[src/rtl/phase_guard_pkg.sv]
package phase_guard_pkg;

  localparam logic [3:0] OP_ARB = 4'd1;
  localparam logic [3:0] OP_SEL = 4'd2;

  localparam int EXC_TMO  = 0;
  localparam int EXC_PHM  = 1;
  localparam int EXC_ARB  = 2;
  localparam int ERR_PAR  = 0;
  localparam int ERR_SEQ  = 4;
  localparam int ERR_RST  = 5;
  localparam int ERR_DISC = 6;
  localparam int INT_DONE = 0;
  localparam int INT_EXC  = 1;
  localparam int INT_ERR  = 2;

  // transfer commands occupy codes 3..8
  function automatic logic is_xfer(input logic [3:0] c);
    return (c >= 4'd3) && (c <= 4'd8);
  endfunction

  // commands that keep the unit busy
  function automatic logic is_long(input logic [3:0] c);
    return (c >= 4'd1) && (c <= 4'd8);
  endfunction

  // bus phase {MSG, C/D, I/O} expected by a transfer command
  function automatic logic [2:0] want_phase(input logic [3:0] c);
    case (c)
      4'd3:    return 3'b010;
      4'd4:    return 3'b011;
      4'd5:    return 3'b000;
      4'd6:    return 3'b001;
      4'd7:    return 3'b110;
      4'd8:    return 3'b111;
      default: return 3'b000;
    endcase
  endfunction

endpackage

[src/rtl/pg_sel_timer.sv]
module pg_sel_timer #(
  parameter int TMO_W = 8
) (
  input  logic             clk,
  input  logic             rst_n,
  input  logic             load,
  input  logic [TMO_W-1:0] limit,
  input  logic             tick,
  input  logic             armed,
  output logic             expire
);
  localparam logic [TMO_W-1:0] ONE = TMO_W'(1);

  logic [TMO_W-1:0] cnt_q;

  assign expire = armed && tick && (cnt_q == ONE);

  always_ff @(posedge clk) begin
    if (!rst_n)
      cnt_q <= '0;
    else if (load)
      cnt_q <= limit;
    else if (armed && tick && (cnt_q != '0))
      cnt_q <= cnt_q - ONE;
  end
endmodule

[src/rtl/pg_irq_unit.sv]
module pg_irq_unit #(
  parameter int N_SRC = 3
) (
  input  logic             clk,
  input  logic             rst_n,
  input  logic [N_SRC-1:0] set_vec,
  input  logic             mask_we,
  input  logic [N_SRC-1:0] mask_wdata,
  input  logic             clr_we,
  input  logic [N_SRC-1:0] clr_data,
  output logic [N_SRC-1:0] int_q,
  output logic [N_SRC-1:0] mask_q,
  output logic             irq
);
  logic [N_SRC-1:0] clr_eff;

  assign clr_eff = clr_we ? clr_data : '0;
  assign irq     = |(int_q & mask_q);

  always_ff @(posedge clk) begin
    if (!rst_n) begin
      int_q  <= '0;
      mask_q <= '0;
    end else begin
      int_q <= (int_q & ~clr_eff) | set_vec;   // a new event beats a clear
      if (mask_we) mask_q <= mask_wdata;
    end
  end
endmodule

[src/rtl/phase_guard.sv]
module phase_guard
  import phase_guard_pkg::*;
#(
  parameter int TMO_W = 8
) (
  input  logic             clk,
  input  logic             rst_n,
  input  logic             cmd_valid,
  input  logic [3:0]       cmd_code,
  input  logic             bus_msg,
  input  logic             bus_cd,
  input  logic             bus_io,
  input  logic             bus_bsy,
  input  logic             bus_rst,
  input  logic             parity_err,
  input  logic             phase_end,
  input  logic             arb_won,
  input  logic             arb_lost,
  input  logic             tick_10ms,
  input  logic [TMO_W-1:0] sel_limit,
  input  logic             mask_we,
  input  logic [2:0]       mask_wdata,
  input  logic             iclr_we,
  input  logic [2:0]       iclr_data,
  output logic             busy_o,
  output logic [2:0]       exc_o,
  output logic [6:0]       err_o,
  output logic [2:0]       int_o,
  output logic             irq_o
);
  localparam int N_EXC = 3;
  localparam int N_ERR = 7;

  logic             busy_q, done_d;
  logic [3:0]       op_q;
  logic [N_EXC-1:0] exc_q, exc_set;
  logic [N_ERR-1:0] err_q, err_set;
  logic [2:0]       int_set, mask_q;
  logic [2:0]       phase;

  // named events, brought out for the checker
  logic xfer_act, sel_act, arb_act;
  logic ev_phm, ev_par, ev_disc, ev_rst, ev_seq, ev_arbl, ev_tmo;
  logic tmo_expire, accept, quick, finish, abort_cmd;

  assign phase    = {bus_msg, bus_cd, bus_io};
  assign xfer_act = busy_q && is_xfer(op_q);
  assign sel_act  = busy_q && (op_q == OP_SEL);
  assign arb_act  = busy_q && (op_q == OP_ARB);

  assign ev_phm  = xfer_act && (phase != want_phase(op_q));
  assign ev_par  = xfer_act && parity_err;
  assign ev_disc = xfer_act && !bus_bsy;
  assign ev_rst  = bus_rst;
  assign ev_seq  = busy_q && cmd_valid;
  assign ev_arbl = arb_act && arb_lost;
  assign ev_tmo  = tmo_expire && !bus_bsy;

  assign accept    = cmd_valid && !busy_q;
  assign quick     = accept && !is_long(cmd_code);
  assign abort_cmd = ev_phm || ev_par || ev_disc || ev_rst || ev_arbl || ev_tmo;
  assign finish    = !abort_cmd &&
                     ((xfer_act && phase_end) || (sel_act && bus_bsy) ||
                      (arb_act && arb_won));

  pg_sel_timer #(.TMO_W(TMO_W)) timer_i (
    .clk    (clk),
    .rst_n  (rst_n),
    .load   (accept && (cmd_code == OP_SEL)),
    .limit  (sel_limit),
    .tick   (tick_10ms),
    .armed  (sel_act),
    .expire (tmo_expire)
  );

  always_comb begin
    exc_set          = '0;
    exc_set[EXC_TMO] = ev_tmo;
    exc_set[EXC_PHM] = ev_phm;
    exc_set[EXC_ARB] = ev_arbl;
    err_set           = '0;
    err_set[ERR_PAR]  = ev_par;
    err_set[ERR_SEQ]  = ev_seq;
    err_set[ERR_RST]  = ev_rst;
    err_set[ERR_DISC] = ev_disc;
    int_set           = '0;
    int_set[INT_DONE] = done_d;
    int_set[INT_EXC]  = |exc_set;
    int_set[INT_ERR]  = |err_set;
  end

  always_ff @(posedge clk) begin
    if (!rst_n) begin
      busy_q <= 1'b0;
      op_q   <= '0;
      done_d <= 1'b0;
      exc_q  <= '0;
      err_q  <= '0;
    end else begin
      done_d <= finish || quick;
      if (accept && !quick) begin
        busy_q <= 1'b1;
        op_q   <= cmd_code;
      end else if (abort_cmd || finish) begin
        busy_q <= 1'b0;
      end
      exc_q <= ((iclr_we && iclr_data[INT_EXC]) ? '0 : exc_q) | exc_set;
      err_q <= ((iclr_we && iclr_data[INT_ERR]) ? '0 : err_q) | err_set;
    end
  end

  pg_irq_unit #(.N_SRC(3)) irq_i (
    .clk        (clk),
    .rst_n      (rst_n),
    .set_vec    (int_set),
    .mask_we    (mask_we),
    .mask_wdata (mask_wdata),
    .clr_we     (iclr_we),
    .clr_data   (iclr_data),
    .int_q      (int_o),
    .mask_q     (mask_q),
    .irq        (irq_o)
  );

  assign busy_o = busy_q;
  assign exc_o  = exc_q;
  assign err_o  = err_q;
endmodule

[config.mk]
export PLATFORM = sky130hd
export DESIGN_NAME = phase_guard
export DESIGN_NICKNAME = d
export VERILOG_FILES = /design/src/rtl/phase_guard_pkg.sv /design/src/rtl/pg_sel_timer.sv /design/src/rtl/pg_irq_unit.sv /design/src/rtl/phase_guard.sv
export SDC_FILE = /design/constraint.sdc
export NUM_CORES = 1
export LEC_CHECK = 0
export ABC_AREA = 1
export BUFFER_PORTS_ARGS = -buffer_cell sky130_fd_sc_hd__buf_2
export CORE_ASPECT_RATIO = 1.2
export CORE_MARGIN = 8
export CORE_UTILIZATION = 40
export DETAILED_ROUTE_END_ITERATION = 12
export PLACE_DENSITY = 0.65
export SLEW_MARGIN = 20
export SYNTH_ARGS = -nofsm -noshare
export SYNTH_HDL_FRONTEND = slang
export SYNTH_SLANG_ARGS = --single-unit
[constraint.sdc]
create_clock -name clk -period 4.6 [get_ports clk]
set_clock_uncertainty 0.05 [all_clocks]
set_input_delay 0.46 -clock clk [delete_from_list [all_inputs] [get_ports clk]]
set_output_delay 0.46 -clock clk [all_outputs]
set_load 0.005 [all_outputs]
Yosys cells after proc, flatten, opt, wreduce, memory -nomap -nowiden
Cells that the tools add are included.
{"block": "op_classes", "add_sub_neg": 1, "n_mul": 0, "div": 0, "magnitude_cmp": 4, "eq_ne": 10, "shift": 0, "mux": 8, "bitwise": 6, "reduce_logical": 44}
{"op": "logical AND 1 bit", "count": 24}
{"op": "two-way mux 8 bit", "count": 2}
{"op": "case mux 3 bit (5 select lines)", "count": 1}
{"op": "equality test 4 x 2 -> 1 bit (second input constant)", "count": 3}
{"op": "equality test 4 x 3 -> 1 bit (second input constant)", "count": 3}
{"op": "logical OR 1 bit", "count": 9}
{"op": "equality test 8 x 1 -> 1 bit (second input constant)", "count": 1}
{"op": "less-or-equal comparator 4 bit (second input constant)", "count": 2}
{"op": "nonzero test 8 bit", "count": 1}
{"op": "subtractor 8 x 1 -> 8 bit (second input constant)", "count": 1}
{"op": "two-way mux 7 bit", "count": 1}
{"op": "bitwise OR 7 bit", "count": 1}
{"op": "AND 3 bit", "count": 2}
{"op": "two-way mux 3 bit", "count": 2}
{"op": "bitwise OR 3 bit", "count": 2}
{"op": "OR reduction 3 bit", "count": 2}
{"op": "zero test 1 bit", "count": 5}
{"op": "equality test 4 x 1 -> 1 bit (second input constant)", "count": 1}
{"op": "equality test 4 bit (second input constant)", "count": 1}
{"op": ">= comparator 4 x 1 -> 1 bit (second input constant)", "count": 1}
{"op": ">= comparator 4 x 2 -> 1 bit (second input constant)", "count": 1}
{"op": "nonzero test 2 bit", "count": 2}
{"op": "OR reduction 4 bit", "count": 1}
{"op": "!= test 3 bit", "count": 1}
{"op": "2 further kinds", "count": 3}
{"block": "word_totals", "regBits": 30, "latch_bits": 0, "mem_bits_rw": 0, "romBits": 0, "inputBits": 33, "output_inout_bits": 15, "memories": 0}

Depth between registers and ports, before layout
Gate-level depths: netlist of run 1.
{"block": "logic_depth", "ltp_word": 14, "ltp_mapped": 11, "mapped_depth_nobuf": 11}

Modules after synthesis
Synthesis of run 1 repeated with hierarchy kept, for this count alone.
{"block": "hier_totals", "hier_cells": 261, "hier_area_um2": 1590.3}
{"mod": "phase_guard", "n_inst": 1, "cells_each": 129, "area_each_um2": 764.5, "seq_area_each_um2": 260.2}
{"mod": "pg_sel_timer", "n_inst": 1, "cells_each": 99, "area_each_um2": 595.6, "seq_area_each_um2": 160.2}
{"mod": "pg_irq_unit", "n_inst": 1, "cells_each": 33, "area_each_um2": 230.2, "seq_area_each_um2": 120.1}

Worst setup path after synthesis of run 1
No wires, ideal clock.
{"block": "synth_path", "kind": "input to register", "startpoint": "input cmd_code[0]", "endpoint": "register timer_i.cnt_q[1]", "t_arrival_ps": 1313, "required_time_ps": 4431, "setup_slack_ps": 3118, "stages": 6, "path_buffers": 0, "path_cell_list": "nor3_1 nand3_2 o21ai_4 inv_4 a211oi_1 nor2_1"}
{"block": "synth_via", "elab_chain_cells": 3}
{"item": "start, declared", "line_no": "phase_guard.sv:9", "text": "input logic [3:0] cmd_code,"}
{"item": "equality test 4 x 2 -> 1 bit *", "line_no": "phase_guard.sv:69", "text": ".load (accept && (cmd_code == OP_SEL)),"}
{"item": "logical AND 1 bit *", "line_no": "phase_guard.sv:69"}
{"item": "two-way mux 8 bit / nonzero test 2 bit (equally long branches)"}
{"item": "end signal, assigned", "line_no": "pg_sel_timer.sv:22", "text": "cnt_q <= limit;"}
{"item": "end signal, assigned", "line_no": "pg_sel_timer.sv:24", "text": "cnt_q <= cnt_q - ONE;"}
{"item": "end, declared", "line_no": "pg_sel_timer.sv:14", "text": "logic [TMO_W-1:0] cnt_q;"}
Every way passes the cells marked *; elsewhere a longest branch is shown, timed or not.
A chain may end at the register's enable or synchronous reset.

Final worst setup path of run 1
{"block": "layout_path", "startpoint": "register timer_i.cnt_q[0]", "endpoint": "register timer_i.cnt_q[5]"}
{"block": "layout_via", "elab_chain_cells": 3}
{"item": "subtractor 8 x 1 -> 8 bit / nonzero test 8 bit (equally long branches)", "line_no": "pg_sel_timer.sv:24, pg_sel_timer.sv:23"}
{"item": "two-way mux 8 bit / logical AND 1 bit (equally long branches)", "line_no": "pg_sel_timer.sv:23", "text": "else if (armed && tick && (cnt_q != '0))"}
{"item": "two-way mux 8 bit / nonzero test 2 bit (equally long branches)"}
Several ways; a longest one is shown, not always the timed one. The select of a mux whose other input is x is not followed.

==> flow_metrics.py, run 1 <==
metrics = {
    "run_status": {
        "outcome": "completed",
    },
    "sta": {
        "max_slew_margin_pct": 65.1,
        "period_minus_slack_ns": 1.71,
        "fmax_mhz": 585,
        "slew_violations": 0,
        "fin_setup_tns_ns": 0,
        "worst_slew_pin_slew_ns": 0.520,
        "rsz0062_at_grt": "false",
        "worst_slack_ns": 2.89,
        "fin_crit_sh_pct": 37.2,
        "setup_viol": 0,
        "finalHoldViolations": 0,
    },
    "drt": {
        "drc_errors": 0,
        "drtAntennaViolNets": 0,
        "routed_via_density": 4.95,
        "drt_iter0_drc": 78,
        "wire_per_inst_um": 11.9,
        "first_pass_iters": 4,
        "vias": 1510,
        "drt-total-wl_um": 3630,
    },
    "cts": {
        "ctsRootBufferMaster": "clkbuf_8",
        "post_cts_buffers": 0,
        "cts_buffers": 3,
        "cts_tree": "done",
        "cts.repair.resized": 0,
        "cts_sinks": 27,
        "hold_buffers": 0,
        "ctsHtreeMaxLevel": 1,
        "clk_latency_ns": 0.28,
        "clkSlewWorstSetupHoldPaths_ns": 0.10,
        "cts_buffer_depth": 2,
    },
    "die": {
        "coreArea_mm2": 0.00360,
        "ios": 48,
        "chipWidth_um": 71.8,
        "start_util_pct": 41.5,
        "die-area_mm2": 0.00596,
        "fp.dieH_um": 83.0,
        "rows": 24,
    },
    "min_path": {
        "hold_path.class": "in2reg",
    },
    "synth": {
        "netlist_instances": 222,
        "async_reset_ff_share_pct": 0,
        "synth.cell_area_mm2": 0.00150,
        "synth_edf_count": 0,
        "yosys_warnings": 0,
        "yosys-top-cells-area": "dfxtp_1 36%, nand2_1 13%, nor2_1 7.3%",
        "synth.top_cell.area_share_pct": 36.2,
        "synth_flop_cell": "dfxtp_1",
        "synth.avg_cell_area_um2": 6.74,
        "ys_ff_latch": 27,
        "yosysTopAreaCell": "dfxtp_1",
        "synth.most_common_cell": "nand2_1",
        "seq_area_frac_synth_pct": 36.2,
        "yosysUniqueCellTypes": 33,
        "synth_commonest_cells": "52 x nand2_1, 29 x nor2_1, 27 x dfxtp_1",
    },
    "worst_setup_path": {
        "cp.buffers_inverters": 2,
        "r2r_slack_ns": 2.89,
        "worst_path_max_delay_cell": "dfxtp_1",
        "crit_arrival_ns": 1.87,
        "crit_fanout": 9,
        "cp_top_family": "compound AO/OA/AOI/OAI gates",
        "crit_chain": "inv_1 > ha_1 > nand2_1 > nor2_1 > o21ai_4 > inv_4 > nor2_2 > o21ai_1 > a21oi_2",
        "critical_path_class": "reg2reg",
        "end_kind": "flip-flop",
        "critPathRequiredTime_ns": 4.76,
        "worstSetupStartpointType": "flip-flop",
        "cp_slowest_stage_delay_ns": 0.40,
    },
    "cells_and_area": {
        "instances_no_fill": 305,
        "nets": 302,
        "fillCellCount": 400,
        "area_growth_pct": 19.2,
        "diodes": 0,
        "drive_gt1_share_pct": 25.6,
    },
    "pwr": {
        "power-per-cell-area_mw_per_mm2": 270,
        "power.total_uw": 481,
        "vdd_drop_max_v": 0.000113,
        "total_leakage_power_nw": 0.871,
    },
    "global_route": {
        "grt_max_degree": 18,
        "grt_usage_pct": 13.0,
        "antenna_found_initial": 0,
        "grt_pass1_wl_um": 6510,
        "gr-total-overflow": 0,
        "grt_pass1_vias": 1536,
    },
    "run": {
        "cap_violations": 0,
    },
    "placed_design": {
        "gp_congestion": 0.817,
        "io_buffers": 44,
        "pre_cts_ws_ns": 2.84,
        "hpwl_um": 2960,
        "dp.cells": 301,
    },
}
-- power by group --
| part | leakage (nW) | total, mW | switching [mW] | internal [mW] |
|---|---|---|---|---|
| logic | 0.629 | 0.0863 | 0.0511 | 0.0352 |
| clock network | 0.0217 | 0.140 | 0.0785 | 0.0617 |
| registers | 0.221 | 0.255 | 0.0103 | 0.245 |
-- worst paths after layout --
kind                     from          endpoint  depth (start not counted)
max          timer_i.cnt_q[0]  timer_i.cnt_q[5]                          9
min             mask_wdata[2]   irq_i.mask_q[2]                          3
max reg2reg  timer_i.cnt_q[0]  timer_i.cnt_q[5]                          9
min reg2reg            done_d    irq_i.int_q[0]                          2
-- stage by stage --
stage	cell area [um^2]	hold slack (ns)	util, %
2_1_floorplan	1500	0.363	-
3_3_place_gp	1730	0.386	48.1
3_5_place_dp	1730	0.392	48.1
4_1_cts	1780	0.354	49.5
5_1_grt	1780	0.363	49.5
6_report	1780	0.354	49.5
-- layout make-up --
cell class | instances | area, um^2 | area share, %
clock buffer | 3 | 41.3 | 2.32
clock inverter | 1 | 7.51 | 0.421
inverter | 26 | 100 | 5.61
multi-input combinational | 165 | 825 | 46.2
sequential | 27 | 541 | 30.3
tap | 39 | 48.8 | 2.74
timing repair buffer | 44 | 220 | 12.4
-- flip-flops by register name, indices dropped and copies added, names as in the netlist --
register / flops
busy_o: 1
done_d: 1
err_o: 4
exc_o: 3
irq_i.int_q: 3
irq_i.mask_q: 3
op_q: 4
timer_i.cnt_q: 8
-- layer usage --
metal,vias to the layer above,global-route usage [%],share of wire [%]
met4,0,5.59,1.7
met5,-,0,0
li1,807,-,-
met1,666,15.0,46
met2,32,22.0,46
met3,5,3.00,5.6
-- layout by cell type, fill, tap and decap left out, types with 2 or more instances in the layout --
cell type  instances
nand2_2            2
nor3_1             5
clkbuf_8           3
ha_1               2
dfxtp_1           27
nand3_1            9
inv_2              6
a21oi_2            2
inv_1             18
nor2_2             4
a21oi_1           16
nand4_1            5
o21ai_1            4
nand2_1           52
a31oi_1            4
conb_1             3
nor2_1            29
xor2_1             3
buf_2             44
a211oi_1           3
o21ai_0           11
nand3b_1           2
-- kinds of logic (layout without fill, tap and decap cells) --
group                    after synthesis  in the layout  share of synthesized area (%)
AND/OR/NAND/NOR                      112            112                           33.0
flip-flops                            27             27                           36.2
adder cells (fa/ha/maj)                2              2                           1.67
XOR/XNOR                               4              4                           2.34
AO/OA/AOI/OAI                         44             44                           17.4
buffers and inverters                 32             74                           9.20
other                                  1              3                          0.251
-- worst min-delay path: stages --
cell,delay [ns]
buf_2,0.07
nor2_1,0.03
nor2_1,0.08
(Power assumes the default switching activity.)
==> run 2: changes to the inputs <==
ABC_AREA = 0   (was 1)
PLACE_DENSITY = 0.68   (was 0.65)
clock period = 1.44 ns   (was 4.6 ns; I/O delays follow)
==> run 2 against run 1 <==
Effect of this change:
- critical path type unchanged
- combinational power rose to 4.0 times the previous value
- synthesized area fell by 2.4%
- wire length rose by 15%
- sequential share of layout area fell by 4.9 points
- total power rose to 3.3 times the previous value
- clock-buffer cell count did not move
- the run now ends with setup timing left
- maximum frequency fell by 5.5%
- critical endpoint is now busy_o
- utilization rose by 12 points
- non-clock buffer count rose by 39
- global-route usage rose by 1.6 points
- synthesized cell count fell by 23%
- final cell count fell by 4.9%
==> flow_metrics.py, run 2 <==
metrics = {
    "worst_setup_path": {
        "critical_path_class": "reg2reg",
        "crit_fanout": 5,
        "worstSetupStartpointType": "flip-flop",
        "end_kind": "flip-flop",
        "crit_arrival_ns": 1.96,
        "critPathRequiredTime_ns": 1.59,
    },
    "drt": {
        "drt-total-wl_um": 4190,
        "drtAntennaViolNets": 0,
        "drt_iter0_drc": 123,
        "wire_per_inst_um": 14.5,
        "drc_errors": 0,
        "first_pass_iters": 4,
        "routed_via_density": 5.30,
        "vias": 1536,
    },
    "placed_design": {
        "io_buffers": 44,
        "gp_congestion": 0.844,
        "hpwl_um": 3070,
        "dp.cells": 280,
    },
    "sta": {
        "setup_viol": 13,
        "slew_violations": 0,
        "fin_setup_tns_ns": -2.27,
        "rsz0062_at_grt": "true",
        "fin_crit_sh_pct": 126,
        "worst_slack_ns": -0.368,
        "fmax_mhz": 553,
        "period_minus_slack_ns": 1.81,
        "finalHoldViolations": 0,
    },
    "global_route": {
        "grt_pass1_vias": 1604,
        "gr-total-overflow": 0,
        "antenna_found_initial": 0,
        "grt_usage_pct": 14.6,
        "grt_max_degree": 17,
        "grt_pass1_wl_um": 6930,
    },
    "synth": {
        "seq_area_frac_synth_pct": 37.0,
        "async_reset_ff_share_pct": 0,
        "synth.most_common_cell": "dfxtp_1",
        "yosys_warnings": 0,
        "yosysUniqueCellTypes": 47,
        "synth.avg_cell_area_um2": 8.48,
        "yosys-top-cells-area": "dfxtp_1 37%, a21oi_1 4.8%, mux2i_1 4.8%",
        "synthAdderAreaFrac_pct": 1.72,
        "yosys-mux-area-fraction_pct": 4.80,
        "ys_ff_latch": 27,
        "synth.cell_area_mm2": 0.00146,
        "yosys.area_share.simple_pct": 25.5,
        "yosysTopAreaCell": "dfxtp_1",
        "netlist_instances": 172,
        "synth_commonest_cells": "27 x dfxtp_1, 16 x nor2_1, 14 x a21oi_1, 14 x nand2_1",
        "synth.top_cell.area_share_pct": 37.0,
        "synth_edf_count": 0,
        "synth-compound-area-share_pct": 19.4,
        "synth_flop_cell": "dfxtp_1",
        "synth_top_family_by_area": "simple AND/OR/NAND/NOR gates",
        "synth_xor_area_share_pct": 4.20,
    },
    "cts": {
        "clkSlewWorstSetupHoldPaths_ns": 0.10,
        "ctsHtreeMaxLevel": 1,
        "clk_latency_ns": 0.27,
        "cts_buffers": 3,
        "ctsRootBufferMaster": "clkbuf_8",
        "cts_buffer_depth": 2,
        "cts_sinks": 27,
        "hold_buffers": 0,
        "cts_tree": "done",
    },
    "cells_and_area": {
        "regMostFlops": "timer_i.cnt_q",
        "final_cell_mix": "44 x buf_2, 32 x buf_4, 23 x dfxtp_1",
        "diodes": 0,
        "nets": 287,
        "instances_no_fill": 290,
        "largest_reg_flops": 8,
        "area_growth_pct": 50.0,
        "drive_gt1_share_pct": 46.6,
        "final_common_cell": "buf_2",
    },
    "pwr": {
        "power.total_mw": 1.59,
        "total_leakage_power_nw": 0.991,
        "power-per-cell-area_mw_per_mm2": 726,
        "vdd_drop_max_v": 0.000486,
    },
    "run_status": {
        "outcome": "complete, but fails checks",
        "violations": "setup timing",
    },
    "die": {
        "die-area_mm2": 0.00584,
        "start_util_pct": 40.8,
        "fp.dieH_um": 82.2,
        "chipWidth_um": 71.1,
        "coreArea_mm2": 0.00357,
        "rows": 24,
        "ios": 48,
    },
    "run": {
        "cap_violations": 0,
    },
    "min_path": {
        "hold_path.class": "in2reg",
    },
}
==> run 2: cell count changes after synthesis, moves of 4 or more <==
cell and change:
nand2_1 -38, nor2_1 -13, nor2_2 -4, nand4b_1 +4, inv_1 -9, a22oi_1 +4
mux2i_1 +7, nand3_1 -6, inv_2 -6
==> run 2: routing by layer <==
| layer | track usage, % | share of wire [%] |
|---|---|---|
| met1 | 15.2 | 39 |
| met5 | 0 | 0 |
| met2 | 27.5 | 55 |
| met4 | 6.67 | 1.4 |
| met3 | 3.38 | 4.3 |
==> run 2: worst paths after layout <==
path	to	cells past startpoint	slack (ns)	startpoint
setup reg to reg	busy_o	5	-0.37	op_q[1]
hold reg to reg	irq_i.int_q[0]	2	0.42	done_d
setup / recovery	busy_o	5	-0.37	op_q[1]
hold / removal	irq_i.mask_q[2]	3	0.05	mask_wdata[2]
==> run 2: metrics by stage <==
step / instance area [um^2] / worst slack (ns) / hold slack (ns) / utilization (%)
final: 2190 / -0.368 / 0.0536 / 61.2
after global routing: 2190 / -0.438 / 0.0715 / 61.2
after CTS: 2130 / -0.355 / 0.0564 / 59.5
after detailed placement: 1940 / -0.444 / 0.346 / 54.3
after global placement: 1940 / -0.391 / 0.337 / 54.3
after floorplan: 1500 / -0.368 / 0.211 / -
==> run 2: worst max-delay path, stage by stage (launching register included) <==
cell and delay (ns):
dfxtp_4 0.38, a21o_1 0.18, a32o_2 0.25, a221o_1 0.33, or3b_1 0.37, o31ai_2 0.17
==> run 2: area by class of cell <==
type                       instances  area, um^2
fill                             336        1390
multi-input combinational        128         962
sequential                        27         556
timing repair buffer              83         539
tap                               39        48.8
clock buffer                       3        41.3
inverter                           9        33.8
clock inverter                     1        7.51
==> run 2: cells by family (layout without fill, tap and decap cells) <==
logic type / count (synthesis) / in the layout
buffers and inverters: 19 / 96
flip-flops: 27 / 27
multiplexers: 7 / 7
other: 1 / 3
AO/OA/AOI/OAI: 43 / 43
XOR/XNOR: 7 / 7
AND/OR/NAND/NOR: 66 / 66
adder cells (fa/ha/maj): 2 / 2
==> run 2: where the power goes <==
| group | switching, mW | internal, mW | total [mW] |
|---|---|---|---|
| clock network | 0.247 | 0.196 | 0.443 |
| registers | 0.0295 | 0.774 | 0.804 |
| logic | 0.162 | 0.180 | 0.342 |
==> run 2: repair_timing <==
action / CTS / global route
resized for setup: 25 / 15
setup buffers: 6 / 1
pin swaps: 20 / 7
endpoints found under the setup margin: 17 / 18
